File: src/rtl/sdh_cirq_pkg.sv
// Package: shared constants of the card interrupt register unit.
// Assumes byte offsets within a 9-bit host register window.
package sdh_cirq_pkg;
    localparam int          CIRQ_REG_W     = 16;
    localparam int          CIRQ_CTL_OFS   = 'h34;
    localparam int          CIRQ_STAT_OFS  = 'h36;
    localparam int          CIRQ_MASK_OFS  = 'h38;
    localparam logic [15:0] CIRQ_CTL_WMASK = 16'h0305;
    localparam logic [15:0] CIRQ_MSK_WMASK = 16'hC007;
    localparam logic [15:0] CIRQ_MSK_RST   = 16'hC007;
endpackage

File: src/rtl/cirq_regs.sv
// Module: control and mask registers with their write decode.
// Assumes a single write strobe per cycle.
// Also provides the next-state values (used by the evaluation in the same
// cycle), a config event flag and a status write flag.
module cirq_regs #(
    parameter int               ADDR_W   = 9,
    parameter int               REG_W    = 16,
    parameter int               CTL_OFS  = 'h34,
    parameter int               STAT_OFS = 'h36,
    parameter int               MASK_OFS = 'h38,
    parameter logic [REG_W-1:0] CTL_WM   = 16'h0305,
    parameter logic [REG_W-1:0] MSK_WM   = 16'hC007,
    parameter logic [REG_W-1:0] MSK_RST  = 16'hC007
) (
    input  logic              clk,
    input  logic              rst_n,
    input  logic              wen,
    input  logic [ADDR_W-1:0] addr,
    input  logic [REG_W-1:0]  wdata,
    output logic [REG_W-1:0]  ctl_q,
    output logic [REG_W-1:0]  mask_q,
    output logic [REG_W-1:0]  ctl_n,
    output logic [REG_W-1:0]  mask_n,
    output logic              cfg_event,
    output logic              stat_wr
);
    localparam logic [ADDR_W-1:0] A_CTL  = ADDR_W'(CTL_OFS);
    localparam logic [ADDR_W-1:0] A_STAT = ADDR_W'(STAT_OFS);
    localparam logic [ADDR_W-1:0] A_MASK = ADDR_W'(MASK_OFS);

    logic ctl_wr, mask_wr;

    // Decode the write strobe into one hit per register.
    always_comb begin
        ctl_wr    = wen && (addr == A_CTL);
        mask_wr   = wen && (addr == A_MASK);
        stat_wr   = wen && (addr == A_STAT);
        cfg_event = ctl_wr || mask_wr;
    end

    // Next-state values, with the writable-bit masks applied.
    always_comb begin
        ctl_n  = ctl_wr  ? (wdata & CTL_WM) : ctl_q;
        mask_n = mask_wr ? (wdata & MSK_WM) : mask_q;
    end

    // Register storage.
    always_ff @(posedge clk) begin
        if (!rst_n) begin
            ctl_q  <= '0;
            mask_q <= MSK_RST;
        end else begin
            ctl_q  <= ctl_n;
            mask_q <= mask_n;
        end
    end

    a_r1_ctl_write: assert property (@(posedge clk) disable iff (!rst_n)
        ctl_wr |=> (ctl_q == ($past(wdata) & CTL_WM)));
    a_r2_mask_write: assert property (@(posedge clk) disable iff (!rst_n)
        mask_wr |=> (mask_q == ($past(wdata) & MSK_WM)));
endmodule

File: src/rtl/cirq_line.sv
// Module: samples the card interrupt lines and reports a change on the
// selected port. Assumes the lines are already synchronous to clk.
module cirq_line #(
    parameter int NUM_PORTS = 2,
    parameter int SEL_W     = (NUM_PORTS > 1) ? $clog2(NUM_PORTS) : 1
) (
    input  logic                 clk,
    input  logic                 rst_n,
    input  logic [NUM_PORTS-1:0] card_irq,
    input  logic [SEL_W-1:0]     port_sel,
    output logic                 line_sel,
    output logic                 line_event
);
    logic [NUM_PORTS-1:0] card_q;

    // Select the line of the chosen port and compare it with its last sample.
    always_comb begin
        line_sel   = card_irq[port_sel];
        line_event = card_irq[port_sel] != card_q[port_sel];
    end

    // Keep the previous level of every port.
    always_ff @(posedge clk) begin
        if (!rst_n) card_q <= '0;
        else        card_q <= card_irq;
    end
endmodule

File: src/rtl/cirq_status.sv
// Module: the status register, the pending evaluation and the pulse
// generator. Assumes the next-state control and mask values come from the
// register block.
module cirq_status #(
    parameter int REG_W = 16
) (
    input  logic             clk,
    input  logic             rst_n,
    input  logic             stat_wr,
    input  logic [REG_W-1:0] wdata,
    input  logic             cap_en,
    input  logic [REG_W-1:0] mask_n,
    input  logic             eval,
    input  logic             line_sel,
    output logic [REG_W-1:0] status_q,
    output logic             pulse_q
);
    logic [REG_W-1:0] status_and, status_n, old_pend, new_pend;
    logic             fire;

    // Apply the AND write first, then the line capture on an event.
    always_comb begin
        status_and = stat_wr ? (status_q & wdata) : status_q;
        status_n   = status_and;
        if (eval && cap_en) status_n[0] = line_sel;
        old_pend   = status_and & ~mask_n;
        new_pend   = status_n & ~mask_n;
        fire       = eval && cap_en && (old_pend == '0) && (new_pend != '0);
    end

    // Status storage and registered pulse.
    always_ff @(posedge clk) begin
        if (!rst_n) begin
            status_q <= '0;
            pulse_q  <= 1'b0;
        end else begin
            status_q <= status_n;
            pulse_q  <= fire;
        end
    end

    a_r4_frozen_when_off: assert property (@(posedge clk) disable iff (!rst_n)
        (!cap_en && !stat_wr) |=> $stable(status_q));
    a_r6_no_event_no_change: assert property (@(posedge clk) disable iff (!rst_n)
        (!eval && !stat_wr) |=> $stable(status_q));
    a_r7_pulse_has_status: assert property (@(posedge clk) disable iff (!rst_n)
        pulse_q |-> status_q[0]);
    a_r8_single_cycle: assert property (@(posedge clk) disable iff (!rst_n)
        pulse_q |=> !pulse_q);
endmodule

File: src/rtl/sdh_card_irq.sv
// Module: top of the card interrupt register unit. Connects the register
// block, the line sampler and the status/pulse logic, and drives the
// combinational read mux. Assumes one register access per cycle.
module sdh_card_irq
    import sdh_cirq_pkg::*;
#(
    parameter int NUM_PORTS = 2,
    parameter int ADDR_W    = 9,
    parameter int SEL_W     = (NUM_PORTS > 1) ? $clog2(NUM_PORTS) : 1
) (
    input  logic                  clk,
    input  logic                  rst_n,
    input  logic                  reg_wen,
    input  logic [ADDR_W-1:0]     reg_addr,
    input  logic [CIRQ_REG_W-1:0] reg_wdata,
    output logic [CIRQ_REG_W-1:0] reg_rdata,
    input  logic [NUM_PORTS-1:0]  card_irq,
    input  logic [SEL_W-1:0]      port_sel,
    output logic                  host_irq_pulse,
    output logic                  dat1_irq_pulse
);
    localparam int REG_W = CIRQ_REG_W;

    logic [REG_W-1:0] ctl_q, mask_q, ctl_n, mask_n, status_q;
    logic             cfg_event, stat_wr, line_sel, line_event, pulse_q;

    cirq_regs #(
        .ADDR_W(ADDR_W), .REG_W(REG_W),
        .CTL_OFS(CIRQ_CTL_OFS), .STAT_OFS(CIRQ_STAT_OFS), .MASK_OFS(CIRQ_MASK_OFS),
        .CTL_WM(CIRQ_CTL_WMASK), .MSK_WM(CIRQ_MSK_WMASK), .MSK_RST(CIRQ_MSK_RST)
    ) u_regs (
        .clk(clk), .rst_n(rst_n), .wen(reg_wen), .addr(reg_addr), .wdata(reg_wdata),
        .ctl_q(ctl_q), .mask_q(mask_q), .ctl_n(ctl_n), .mask_n(mask_n),
        .cfg_event(cfg_event), .stat_wr(stat_wr)
    );

    cirq_line #(.NUM_PORTS(NUM_PORTS), .SEL_W(SEL_W)) u_line (
        .clk(clk), .rst_n(rst_n), .card_irq(card_irq), .port_sel(port_sel),
        .line_sel(line_sel), .line_event(line_event)
    );

    cirq_status #(.REG_W(REG_W)) u_status (
        .clk(clk), .rst_n(rst_n), .stat_wr(stat_wr), .wdata(reg_wdata),
        .cap_en(ctl_n[0]), .mask_n(mask_n), .eval(cfg_event || line_event),
        .line_sel(line_sel), .status_q(status_q), .pulse_q(pulse_q)
    );

    // Read mux: unused offsets return zero.
    always_comb begin
        if (reg_addr == ADDR_W'(CIRQ_CTL_OFS))       reg_rdata = ctl_q;
        else if (reg_addr == ADDR_W'(CIRQ_STAT_OFS)) reg_rdata = status_q;
        else if (reg_addr == ADDR_W'(CIRQ_MASK_OFS)) reg_rdata = mask_q;
        else                                         reg_rdata = '0;
    end

    // Both interrupt outputs come from the same registered pulse.
    always_comb begin
        host_irq_pulse = pulse_q;
        dat1_irq_pulse = pulse_q;
    end
endmodule

File: config.mk
export PLATFORM = sky130hd
export DESIGN_NAME = sdh_card_irq
export DESIGN_NICKNAME = d
export VERILOG_FILES = /design/src/rtl/sdh_cirq_pkg.sv /design/src/rtl/cirq_regs.sv /design/src/rtl/cirq_line.sv /design/src/rtl/cirq_status.sv /design/src/rtl/sdh_card_irq.sv
export SDC_FILE = /design/constraint.sdc
export NUM_CORES = 1
export LEC_CHECK = 0
export CAP_MARGIN = 20
export CORE_ASPECT_RATIO = 1.25
export CORE_MARGIN = 2
export CORE_UTILIZATION = 51
export DETAILED_ROUTE_END_ITERATION = 16
export PLACE_DENSITY_LB_ADDON = 0.08
export SLEW_MARGIN = 20
export SYNTH_ARGS = -nofsm -noshare
export SYNTH_HDL_FRONTEND = slang
export SYNTH_SLANG_ARGS = --single-unit
File: constraint.sdc
create_clock -name clk -period 8.8 [get_ports clk]
set_clock_uncertainty 0.15 [all_clocks]
set_input_delay 2.64 -clock clk [delete_from_list [all_inputs] [get_ports clk]]
set_output_delay 2.64 -clock clk [all_outputs]
set_load 0.05 [all_outputs]
======== Word-level counts from Yosys, hierarchy flattened ========
Cells that the tools add are included.
storage, ports and cells
  flip-flop bits (word level) ............. 39
  input port bits ......................... 31
  output and inout port bits .............. 18
  logic and storage cells ................. 36
cells by class
  magnitude comparators ................... 1
  eq/ne operators ......................... 4
  multiplexer cells ....................... 11
  bitwise operators ....................... 4
  reductions and logical operators ........ 10
operator list
  cell                number
  $mux 16             5
  $and 16x16->16      3
  $eq 9x6->1 const B  3
  $logic_not 16->1    1
  $not 16->16         1
  $reduce_bool 16->1  1
  $logic_and 1x1->1   6
  $mux 1              6
  $logic_or 1x1->1    2
  $lt 1x2->1 const B  1
  $ne 1x1->1          1

======== Depth between registers and ports, before layout ========
Gate-level depths: netlist of run 1.
  depth after elaboration ................. 9
  depth in mapped cells ................... 9
  depth with buffers taken out ............ 6

======== Modules after synthesis ========
Synthesis of run 1 repeated with hierarchy kept, for this count alone.
second synthesis, totals
  cell total of the unflattened synthesis .. 296
  area total of the unflattened synthesis .. 2641.3 sq um
by module, submodules not included
  module        times used  cells each  area each (sq um)  seq. area each (sq um)
  cirq_regs     1           136         1373.8             640.6
  cirq_status   1           69          601.8              340.3
  sdh_card_irq  1           83          573.0              0.0
  cirq_line     1           8           92.6               40.0

======== Least setup slack after synthesis of run 1 ========
No wires, ideal clock.
  kind .................................... input-to-output
  start ................................... in reg_addr[7]
  end ..................................... out reg_rdata[2]
  arrival time ............................ 4761 ps
  path slack .............................. 1249 ps
  cell stages on the path ................. 8
  path through ............................ or4_4 -> buf_6 -> nor2_1 -> and2_1 -> clkbuf_1 -> clkbuf_1 -> nand2_1 -> o21ai_0
on the way
  cells in the longest elaborated chain, start to end .. 4
ends and longest elaborated chain
  item             RTL line            source
  start, declared  sdh_card_irq.sv:14  input logic [ADDR_W-1:0] reg_addr,
  $eq 9x6->1       sdh_card_irq.sv:52  else if (reg_addr == ADDR_W'(CIRQ_MASK_OFS)) reg_rdata = mask_q;
  $mux 16          sdh_card_irq.sv:52
  $mux 16          sdh_card_irq.sv:51  else if (reg_addr == ADDR_W'(CIRQ_STAT_OFS)) reg_rdata = status_q;
  $mux 16 *        sdh_card_irq.sv:50  if (reg_addr == ADDR_W'(CIRQ_CTL_OFS)) reg_rdata = ctl_q;
  end, declared    sdh_card_irq.sv:16  output logic [CIRQ_REG_W-1:0] reg_rdata,
Every way passes the cells marked *; elsewhere a longest branch is shown, timed or not.

======== Worst setup path in the final report of run 1 ========
  start ................................... in reg_addr[7]
  end ..................................... out reg_rdata[9]
Same word-level chain as after synthesis.

==> flow_summary.json, run 1 <==
{
  "finalCriticalPeriod_ps": 8130,
  "routed_via_density": 5.90,
  "drv_slew": 0,
  "status": "finished, final reports clean",
  "initial_core_util_pct": 54.3,
  "leakagePower_nw": 0.890,
  "slowest_stage": "clkdlybuf4s50_1",
  "arrival_ps": 5340,
  "synth.area.top_cells": "dfxtp_1, a22o_1, nor2_1, and3_1, mux2i_1",
  "synth_top_cell_by_area": "dfxtp_1",
  "synth_nets": 221,
  "multi_input_area_um2": 893,
  "hold_buffers": 0,
  "power_mw": 0.332,
  "path_max_fanout": 9,
  "synthDistinctLibCells": 43,
  "yosysWarnings": 0,
  "fp.dieW_um": 56.6,
  "path_buf_inv": 3,
  "setup_viol": 0,
  "grt_max_degree": 22,
  "antenna_found_initial": 0,
  "drive_gt1_share_pct": 12.7,
  "clk_latency_ps": 280,
  "start_kind": "input pin",
  "powerDensity_nw_per_um2": 143,
  "coreArea_um2": 3250,
  "netlist_instances": 190,
  "layout_common_cells": "clkdlybuf4s50_1, dfxtp_1, nor2_1",
  "path_class": "in2out",
  "hpwl_um": 3330,
  "nets": 267,
  "ys_seq_area_share_pct": 44.3,
  "ys_ff_latch": 39,
  "area.sequential_um2": 781,
  "drt-pass1-iter-count": 4,
  "avgSynthCellArea_um2": 9.29,
  "cts_num_sinks": 39,
  "die_h_um": 69.8,
  "cts_resized": 0,
  "hold_violations": 0,
  "slew_headroom_pct": 54.0,
  "grt_pass1_vias": 1667,
  "port_buffers": 48,
  "h-tree-depth": 2,
  "tns_ps": 0,
  "grt_first_pass_wirelength_um": 7460,
  "hp-class": "reg2reg",
  "vias": 1616,
  "crit_family": "buffers and inverters",
  "io_pins": 49,
  "drtIter0Drc": 71,
  "path_cells": "clkdlybuf4s50_1 > or4_4 > nor2_1 > and2_1 > buf_4 > nand2_1 > o21ai_0 > clkdlybuf4s50_1",
  "netlist_area_um2": 1760,
  "routed_wl_um": 4430,
  "ant_nets": 0,
  "area_growth_pct": 31.8,
  "fill_cells": 263,
  "overflow": 0,
  "cp-end-kind": "output pin",
  "cts_root_buf": "clkbuf_8",
  "cts.path.max_buffers": 2,
  "layout_commonest_cell": "clkdlybuf4s50_1",
  "period_share_pct": 92.4,
  "rsz0062_at_grt": "no",
  "post-route-drc-count": 0,
  "drt-wirelength-per-cell_um": 16.2,
  "worstMarginPinSlew_ps": 688,
  "crit_path_max_incr_delay_ps": 830,
  "crit_top_cell": "clkdlybuf4s50_1",
  "netlist.area_leader.share_pct": 44.3,
  "dieArea_um2": 3950,
  "maxCapViolations": 0,
  "fmax_mhz": 123,
  "clk_pin_slew_worst_paths_ps": 70,
  "cp.required_ps": 6010,
  "vdd_drop_max_mv": 0.120,
  "cts_buffers": 5,
  "cts_setup_buffers": 0,
  "diodes": 0,
  "grt_usage_pct": 23.4,
  "finalWeightedCongestion": 0.800,
  "rows": 23,
  "cts_tree": "built"
}
==> logic make-up after synthesis <==
| logic type | after synthesis | share of synthesized area [%] |
|---|---|---|
| flip-flops | 39 | 44.3 |
| AND/OR/NAND/NOR | 73 | 23.3 |
| XOR/XNOR | 2 | 0.993 |
| AO/OA/AOI/OAI | 51 | 21.1 |
| buffers and inverters | 16 | 5.11 |
| multiplexers | 9 | 5.32 |
==> registers in the layout, summed over array words and instances (netlist names) <==
register / count
u_regs.mask_q: 16
u_status.status_q: 16
u_status.pulse_q: 1
u_line.card_q: 2
u_regs.ctl_q: 4
==> where the power goes <==
group	switching [mW]	total, mW	internal (mW)
Sequential	0.000199	0.177	0.177
Combinational	0.0111	0.0262	0.0151
Clock	0.0567	0.128	0.0715
Total	0.0680	0.332	0.263
==> Yosys cell counts (all sizes together) <==
library cell  count
dfxtp            39
nor2             20
o21ai            15
a22o             12
and3             11
clkbuf            8
a21oi             7
nand2             7
and2              6
mux2i             6
nor3              6
buf               4
inv               4
nor2b             4
a22oi             3
mux2              3
nand3             3
nor4              3
o22ai             3
or2               3
a211oi            2
nand4b            2
o211a             2
o221ai            2
or3               2
or4               2
xor2              2
a221oi            1
a32oi             1
and4b             1
nand2b            1
nand4             1
nor4b             1
o21a              1
o31ai             1
o41a              1
==> metrics by stage <==
step | worst slack, ps | utilization [%] | area (µm²) | hold slack [ps] | instances
after floorplan | 1250 | - | 1760 | 280 | 190
after global placement | 719 | 68.4 | 2230 | 289 | 266
after detailed placement | 671 | 68.4 | 2230 | 299 | 266
after CTS | 667 | 71.5 | 2330 | 308 | 274
after global routing | 567 | 71.5 | 2330 | 334 | 274
final | 667 | 71.5 | 2330 | 304 | 274
==> metal layers <==
layer,global-route usage (%),wire [µm]
met1,28.2,1810
met2,40.8,2340
met3,5.22,219
met4,7.14,57
met5,0,0
==> path summary, 6_finish.rpt <==
path / startpoint / endpoint / slack (ps) / cells after the start
worst min register to register: u_status.status_q[3] / u_status.status_q[3] / 300 / 2
worst min-delay path: u_status.status_q[3] / u_status.status_q[3] / 300 / 2
worst max-delay path: reg_addr[7] / reg_rdata[9] / 670 / 8
worst max register to register: u_status.status_q[9] / u_status.pulse_q / 6990 / 5
==> worst reg2reg max path, cell delays in order, from the launching register on <==
cell and delay [ps]:
dfxtp_1 340, or3_1 410, nor3_1 160, o221ai_1 140
nor4b_1 360, and3_1 200
==> cell type report <==
cell class | instances | area share, %
flip-flops and latches | 39 | 33.6
inverters | 4 | 0.646
clock buffers | 8 | 4.30
well taps | 37 | 1.99
multi-input cells | 135 | 38.4
repair buffers | 51 | 21.1
(Power assumes the default switching activity.)
==> run 2: changes to the inputs <==
- ABC_AREA: unset -> 1
- CAP_MARGIN: 20 -> 25
- CORE_UTILIZATION: 51 -> 53
==> flow_summary.json, run 2 <==
{
  "status": "finished, final reports clean",
  "rows": 25,
  "drv_slew": 0,
  "ys_ff_latch": 39,
  "yosysMostFrequentCell": "nand2_1",
  "setup_viol": 0,
  "netlist.area_leader.share_pct": 38.4,
  "vias": 1938,
  "grt_max_degree": 32,
  "worstHoldPathCells": 2,
  "vdd_drop_max_mv": 0.146,
  "worstReg2RegEnd": "u_status.pulse_q",
  "synth.area.top_cells": "dfxtp_1, nand2_1, nor2_1, inv_1, nand3_1",
  "cts_tree": "built",
  "crit_cells": 9,
  "drt-pass1-iter-count": 4,
  "cts_num_sinks": 39,
  "cts_root_buf": "clkbuf_8",
  "grt_pass1_vias": 1760,
  "routed_wl_um": 4530,
  "worstMarginPinSlew_ps": 885,
  "p_switching_mw": 0.0804,
  "path_max_fanout": 10,
  "finalWeightedCongestion": 0.777,
  "clk_pin_slew_worst_paths_ps": 70,
  "fp.dieW_um": 59.4,
  "yosysWarnings": 0,
  "placed_area_um2": 2480,
  "ant_nets": 0,
  "dieArea_um2": 4350,
  "reg2regPathDepth": 12,
  "hold_end": "u_regs.ctl_q[8]",
  "cts_buffers": 5,
  "hp-class": "reg2reg",
  "ys_seq_area_share_pct": 38.4,
  "avgSynthCellArea_um2": 7.10,
  "top_regs": "u_regs.mask_q x16, u_status.status_q x16, u_regs.ctl_q x4",
  "seq_power_share_pct": 54.0,
  "fmax_mhz": 129,
  "cp.required_ps": 6010,
  "rsz0062_at_grt": "no",
  "p_clk_share_pct": 36.4,
  "arrival_ps": 4950,
  "powerDensity_nw_per_um2": 128,
  "drtIter0Drc": 103,
  "slew_headroom_pct": 40.8,
  "slowest_stage": "clkdlybuf4s50_1",
  "reg2reg_from": "u_line.card_q[0]",
  "nets": 360,
  "synthDistinctLibCells": 30,
  "cts_resized": 0,
  "grt_usage_pct": 23.3,
  "ys_async_sr_fraction_pct": 0,
  "drive_gt1_share_pct": 8.48,
  "initial_core_util_pct": 54.6,
  "grt_first_pass_wirelength_um": 7670,
  "coreArea_um2": 3720,
  "finalCriticalPeriod_ps": 7740,
  "clk_latency_ps": 300,
  "overflow": 0,
  "synth_top_cell_by_area": "dfxtp_1",
  "maxCapViolations": 0,
  "layout_common_cells": "nand2_1, clkdlybuf4s50_1, nor2_1",
  "cts_setup_buffers": 0,
  "synthFlopType": "dfxtp_1",
  "finish.instance_area_um2": 2560,
  "synth_edf_count": 0,
  "die_h_um": 73.2,
  "ys_top_cells_by_count": "nand2_1, nor2_1, dfxtp_1, inv_1",
  "synth_nets": 317,
  "hold_buffers": 0,
  "port_buffers": 48,
  "hpwl_um": 3170,
  "cts.path.max_buffers": 2,
  "io_pins": 49,
  "path_cells": "clkdlybuf4s50_1 > inv_1 > nand2_1 > nor2_2 > nand2_1 > clkinv_1 > a22oi_1 > o21ai_0 > clkdlybuf4s50_1",
  "leakagePower_nw": 1.08,
  "tns_ps": 0,
  "start_kind": "input pin",
  "hold_violations": 0,
  "area_growth_pct": 26.2,
  "p_sw_share_pct": 24.5,
  "path_class": "in2out",
  "post-route-drc-count": 0,
  "cp-end-kind": "output pin",
  "routed_via_density": 5.24,
  "crit_family": "buffers and inverters",
  "internal-power_mw": 0.247,
  "h-tree-depth": 2,
  "combPwrFrac_pct": 9.6,
  "antenna_found_initial": 0,
  "netlist_area_um2": 2030,
  "path_buf_inv": 4,
  "period_share_pct": 88.0,
  "netlist_instances": 286,
  "drt-wirelength-per-cell_um": 12.2,
  "layout_commonest_cell": "nand2_1",
  "crit_path_max_incr_delay_ps": 710,
  "r2r_slack_ps": 7380,
  "hold_start": "u_regs.ctl_q[8]",
  "diodes": 0
}
run 2: metrics by stage:
| stage | hold slack [ps] | instances | setup slack (ps) | util, % | power [mW] |
|---|---|---|---|---|---|
| 2_1_floorplan | 275 | 286 | 1540 | - | 0.196 |
| 3_3_place_gp | 290 | 362 | 1100 | 66.6 | 0.213 |
| 3_5_place_dp | 293 | 362 | 1050 | 66.6 | 0.213 |
| 4_1_cts | 304 | 370 | 1050 | 68.8 | 0.330 |
| 5_1_grt | 326 | 370 | 815 | 68.8 | 0.340 |
| 6_report | 300 | 370 | 1060 | 68.8 | 0.328 |
run 2: cell type report:
type,count,area [µm²]
clock inverters,2,12.5
multi-input cells,195,1010
inverters,39,146
well taps,40,50.0
fillers,357,1160
repair buffers,49,488
flip-flops and latches,39,781
clock buffers,6,72.6
run 2: routing by layer:
layer,share of wire [%],vias to the layer above,wire length (µm),track usage [%]
met5,0,-,0,0
li1,-,1013,-,-
met4,1.6,0,71,9.09
met2,49,48,2210,38.9
met3,4.8,7,218,5.50
met1,45,870,2020,28.4
run 2: cells by family (layout without fill, tap and decap cells):
family / after synthesis / after routing / synth area share, %
flops: 39 / 39 / 38.4
simple gates: 156 / 156 / 38.4
buf+inv: 52 / 96 / 11.7
compound gates: 39 / 39 / 11.5
run 2: worst max path at each step:
| stage | start | endpoint | slack (ps) |
|---|---|---|---|
| after floorplan | reg_addr[8] | reg_rdata[2] | 1540 |
| after global placement | reg_addr[2] | reg_rdata[8] | 1100 |
| after detailed placement | reg_addr[1] | reg_rdata[9] | 1050 |
| after CTS | reg_addr[1] | reg_rdata[9] | 1050 |
| after global routing | reg_addr[2] | reg_rdata[8] | 810 |
| final | reg_addr[2] | reg_rdata[9] | 1060 |
run 2: worst min-delay path, cell delays in order (launching register included):
cell and delay, ps:
dfxtp_1 300, inv_1 50, a21oi_1 50
run 2: power groups by stage:
stage          clock (mW)  sequential (mW)  combinational, mW
5_1_grt             0.128            0.177             0.0350
3_3_place_gp            0            0.181             0.0314
3_5_place_dp            0            0.181             0.0314
6_report            0.119            0.177             0.0314
2_1_floorplan           0            0.181             0.0150
4_1_cts             0.121            0.177             0.0315
